`src/rtl/vend_pkg.sv`:
```
package vend_pkg;
    localparam int NUM_ITEMS    = 5;
    localparam int SEL_W        = 3;
    localparam int UNIT_W       = 5;
    localparam int CENT_W       = 8;
    localparam int CENTS_PER_U  = 5;
    localparam int BASE_PRICE_U = 11;
    localparam int PRICE_STEP_U = 1;
    localparam int NUM_COINS    = 3;

    typedef logic [UNIT_W-1:0] units_t;
    typedef logic [CENT_W-1:0] cents_t;

    typedef enum logic [1:0] {
        ST_IDLE,
        ST_COLLECT,
        ST_DISPENSE,
        ST_SHOW
    } vend_state_e;

    typedef struct packed {
        logic   valid;
        units_t value;
    } coin_t;

    // coin values in units, index 0 has the highest priority
    function automatic units_t coin_units(input int idx);
        case (idx)
            0:       return units_t'(5);
            1:       return units_t'(2);
            default: return units_t'(1);
        endcase
    endfunction

    function automatic units_t price_of(input logic [SEL_W-1:0] code);
        if (int'(code) < NUM_ITEMS)
            return units_t'(BASE_PRICE_U + int'(code) * PRICE_STEP_U);
        return '0;
    endfunction

    function automatic cents_t to_cents(input units_t u);
        return cents_t'(int'(u) * CENTS_PER_U);
    endfunction
endpackage

```
`src/rtl/vend_coin_pick.sv`:
```
module vend_coin_pick
    import vend_pkg::*;
(
    input  logic [NUM_COINS-1:0] pulses,
    output coin_t                coin
);
    always_comb begin
        coin = '0;
        for (int i = NUM_COINS - 1; i >= 0; i--) begin
            if (pulses[i]) begin
                coin.valid = 1'b1;
                coin.value = coin_units(i);
            end
        end
    end
endmodule

```
`src/rtl/vend_purse.sv`:
```
module vend_purse
    import vend_pkg::*;
(
    input  logic             clk,
    input  logic             rst,
    input  vend_state_e      state,
    input  logic             clear,
    input  coin_t            coin,
    input  logic [SEL_W-1:0] sel,
    output units_t           total,
    output units_t           price,
    output logic             accept,
    output logic             reach
);
    logic [SEL_W-1:0] sel_lat;
    units_t           sum;
    logic             idle;

    assign idle   = (state == ST_IDLE);
    assign price  = idle ? price_of(sel) : price_of(sel_lat);
    assign accept = coin.valid &&
                    ((idle && price_of(sel) != '0) || state == ST_COLLECT);
    assign sum    = idle ? coin.value : units_t'(total + coin.value);
    assign reach  = accept && (sum >= price);

    always_ff @(posedge clk or posedge rst) begin
        if (rst) begin
            total   <= '0;
            sel_lat <= '0;
        end else if (clear) begin
            total   <= '0;
        end else if (accept) begin
            total <= sum;
            if (idle) sel_lat <= sel;
        end
    end
endmodule

```
`src/rtl/vend_fsm.sv`:
```
module vend_fsm
    import vend_pkg::*;
#(
    parameter int HOLD_CYC = 4
) (
    input  logic        clk,
    input  logic        rst,
    input  logic        accept,
    input  logic        reach,
    output vend_state_e state,
    output logic        clear
);
    localparam int CNT_W = (HOLD_CYC > 1) ? $clog2(HOLD_CYC) : 1;
    localparam logic [CNT_W-1:0] LAST = CNT_W'(HOLD_CYC - 1);

    logic [CNT_W-1:0] cnt;

    assign clear = (state == ST_SHOW) && (cnt == LAST);

    always_ff @(posedge clk or posedge rst) begin
        if (rst) begin
            state <= ST_IDLE;
            cnt   <= '0;
        end else begin
            case (state)
                ST_IDLE:     if (accept) state <= reach ? ST_DISPENSE : ST_COLLECT;
                ST_COLLECT:  if (reach) state <= ST_DISPENSE;
                ST_DISPENSE: begin
                    state <= ST_SHOW;
                    cnt   <= '0;
                end
                default: begin
                    if (cnt == LAST) state <= ST_IDLE;
                    else             cnt   <= cnt + 1'b1;
                end
            endcase
        end
    end
endmodule

```
`src/rtl/vend_ctrl.sv`:
```
module vend_ctrl
    import vend_pkg::*;
#(
    parameter int HOLD_CYC = 4
) (
    input  logic             clk,
    input  logic             rst,
    input  logic [SEL_W-1:0] sel,
    input  logic             coin_25,
    input  logic             coin_10,
    input  logic             coin_5,
    output logic [CENT_W-1:0] price_cents,
    output logic [CENT_W-1:0] paid_cents,
    output logic [CENT_W-1:0] change_cents,
    output logic             change_valid,
    output logic             dispense
);
    coin_t       coin;
    vend_state_e state;
    logic        clear, accept, reach;
    units_t      total, price;

    vend_coin_pick u_pick (
        .pulses ({coin_5, coin_10, coin_25}),
        .coin   (coin)
    );

    vend_purse u_purse (
        .clk    (clk),
        .rst    (rst),
        .state  (state),
        .clear  (clear),
        .coin   (coin),
        .sel    (sel),
        .total  (total),
        .price  (price),
        .accept (accept),
        .reach  (reach)
    );

    vend_fsm #(.HOLD_CYC(HOLD_CYC)) u_fsm (
        .clk    (clk),
        .rst    (rst),
        .accept (accept),
        .reach  (reach),
        .state  (state),
        .clear  (clear)
    );

    assign price_cents  = to_cents(price);
    assign paid_cents   = to_cents(total);
    assign change_valid = (state == ST_SHOW);
    assign dispense     = (state == ST_DISPENSE);
    assign change_cents = change_valid ? to_cents(units_t'(total - price)) : '0;
endmodule

```
`config.mk`:
```
export PLATFORM = sky130hd
export DESIGN_NAME = vend_ctrl
export DESIGN_NICKNAME = d
export VERILOG_FILES = /design/src/rtl/vend_pkg.sv /design/src/rtl/vend_coin_pick.sv /design/src/rtl/vend_purse.sv /design/src/rtl/vend_fsm.sv /design/src/rtl/vend_ctrl.sv
export SDC_FILE = /design/constraint.sdc
export NUM_CORES = 1
export LEC_CHECK = 0
export ABC_AREA = 1
export CORE_MARGIN = 2
export CORE_UTILIZATION = 44
export DETAILED_ROUTE_END_ITERATION = 16
export PLACE_DENSITY_LB_ADDON = 0.2
export SYNTH_ARGS = -nofsm -noshare
export SYNTH_HDL_FRONTEND = slang
export SYNTH_SLANG_ARGS = --single-unit
```
`constraint.sdc`:
```
create_clock -name clk -period 5.6 [get_ports clk]
set_clock_uncertainty 0.15 [all_clocks]
set_input_delay 0.84 -clock clk [delete_from_list [all_inputs] [get_ports clk]]
set_output_delay 0.84 -clock clk [all_outputs]
set_load 0.01 [all_outputs]
```
==> implementation parameters <==
Parameter                              Value

Run status
  Result of the run    finished, final reports clean

Timing
  Final worst path period need    5.33 ns
  Final worst setup slack    0.273 ns
  Sum of negative setup slack    0 ns
  Fin crit share    0.951
  Relative slew margins    0.650
  Worst Tran Pin Value    0.525 ns
  Worst hold margin    0.319 ns
  RSZ-0062 raised after global routing    false
  Total setup violations reported at the end of the flow    0
  Highest clock rate    0.188 GHz
  Number of slew-limit violations in the final report    0
  Endpoints failing hold    0

Setup path
  Kind of start point of the critical path    primary input
  Endpoint required time on the critical path    4.61 ns
  Kind of capture point of the worst setup path    output pin
  Peak fanout along the critical path    4
  Path type of the worst setup path    in2out
  Arrival time at the worst endpoint    4.34 ns

GRT
  Overall track demand over capacity in global routing    0.185
  Residual overflow from global routing    0
  Largest net degree at the start of global routing    15
  First-pass GRT wire length    6.66 mm
  Via count of the first global-routing pass    1497
  Number of antenna violations at the first check in global routing    0

Job
  Count of max-cap constraint violations    0

Synth
  Post-Syn Area    1840 µm²
  Nets in the synthesized netlist    310
  Leading cell types by total area after synthesis    ha_1, dfrtp_1, nand2_1
  Fraction of the yosys area taken by sequential cells    0.163
  Synth top area share    0.272
  Warning count from the yosys run    0
  Most area-hungry cell type in the Yosys netlist    ha_1
  Synth unique cells    30
  Flip-flop and latch count after synthesis    12
  Mapped Cells    258
  Synthesized area divided by synthesized cell count    7.13 µm²

Routing
  Starting DRC count in detailed routing    45
  Drt total wl    3.87 mm
  Detail Route Antenna Nets    0
  DRC viols    0
  Routed wirelength normalized by instance count    11.2 µm
  Number of vias per cell    4.86
  Vias after detailed routing    1682
  First-pass iteration count of the detailed router    4

Die
  # rows    23
  Die Y    68.7 µm
  Starting density of the core    0.460
  Die Outline Area    4710 µm²
  Core box area    4000 µm²
  Io pins    34
  DIE WIDTH    68.7 µm

Clock network
  Level count of the clock H-tree    1
  Number of hold-repair buffers added at the cts stage    0
  Clock root buffer master    clkbuf_8
  Max clock buf depth    2
  TritonCTS Sinks    12
  Clk_lat worst skew    0.25 ns
  Clock tree from TritonCTS    built
  Clock transition at the registers of the reported paths    0.06 ns
  Number of buffers created by CTS    3

Placed design
  Buffers on Ports    33
  Post-DP HPWL    3.24 mm
  Worst slack at placement    -0.00450 ns
  Final weighted congestion in routability-driven placement    0.859

Final layout
  Antenna fix cells    0
  Number of nets in the layout    349
  Leading cell types in the layout, fill and taps excluded    nand2_1, inv_1, ha_1, clkdlybuf4s50_1, nor2_1
  Layout cell share with drive strength beyond 1    0.122
  P&R area growth vs syn    26.8%
  Leading cell type in the layout, fill and taps excluded    nand2_1

Hold path
  Worst min path class    reg2reg
-- per-layer routing --
metal | vias to the layer above | GRT usage | share of wire
met4 | 0 | 0.0300 | 0.0062
met1 | 737 | 0.259 | 0.49
met3 | 4 | 0.0357 | 0.051
li1 | 898 | - | -
met2 | 43 | 0.299 | 0.45
met5 | - | 0 | 0
-- state kept, by name, summed over array words and instances (netlist names) --
register         flops
u_purse.total        5
u_purse.sel_lat      3
u_fsm.cnt            2
u_fsm.state          2
-- worst max-delay path, stage by stage --
cell,delay (ns)
clkdlybuf4s50_1,0.42
inv_1,0.08
ha_1,0.14
inv_1,0.04
ha_1,0.26
inv_1,0.04
o22ai_2,0.14
inv_2,0.08
ha_4,0.23
a31oi_1,0.18
nand2_1,0.11
xor2_2,0.17
ha_1,0.30
ha_1,0.22
fa_1,0.48
nand2_1,0.05
inv_1,0.06
clkdlybuf4s50_1,0.52
-- metrics by stage --
step	utilization	instances	cell area (µm²)
final	0.583	346	2330
after global routing	0.583	346	2330
after CTS	0.579	346	2310
after detailed placement	0.561	342	2250
after global placement	0.561	342	2250
after floorplan	-	258	1840
-- cell families after synthesis --
logic type	synth area share
XOR/XNOR	0.0327
buffers and inverters	0.115
AO/OA/AOI/OAI	0.0966
AND/OR/NAND/NOR	0.271
multiplexers	0.00612
flip-flops	0.163
adder cells (fa/ha/maj)	0.316
-- repair_timing --
action                     CTS  global route
buffers inserted             0             0
setup endpoints to repair    1             3
pin swaps                    0             1
gates resized for setup      2             4
-- path summary, 6_finish.rpt --
path	startpoint	to	slack (ns)	cells after the start
hold / removal	u_fsm.cnt[0]$_DFFE_PP0P_	u_fsm.cnt[0]$_DFFE_PP0P_	0.32	1
max in group asynchronous	rst	u_purse.total[4]$_DFFE_PP0P_	4.17	2
hold reg to reg	u_fsm.cnt[0]$_DFFE_PP0P_	u_fsm.cnt[0]$_DFFE_PP0P_	0.32	1
min in group asynchronous	rst	u_fsm.cnt[0]$_DFFE_PP0P_	0.78	2
setup / recovery	sel[0]	change_cents[4]	0.27	18
setup reg to reg	u_fsm.state[1]$_DFFE_PP0P_	u_fsm.state[0]$_DFFE_PP0P_	2.64	17
-- layout make-up --
type	instances	area, µm²
Clock buffer	4	55.1
Fill cell	401	1670
Inverter	50	188
Multi-Input combinational cell	192	1350
Sequential cell	12	300
Tap cell	50	62.6
Timing Repair Buffer	38	373
-- synth_stat cells (all sizes together) --
master  number
nand2       66
inv         50
ha          40
nor2        19
nand3       16
o21ai       15
a21oi       12
dfrtp       12
xor2         5
fa           4
nand4        4
buf          3
o22ai        3
a31oi        2
nor3         2
a21o         1
and2         1
clkbuf       1
mux2         1
xnor2        1
Power is not shown: default switching activity piles up to over one toggle a cycle in this logic, so the estimate is an artifact.
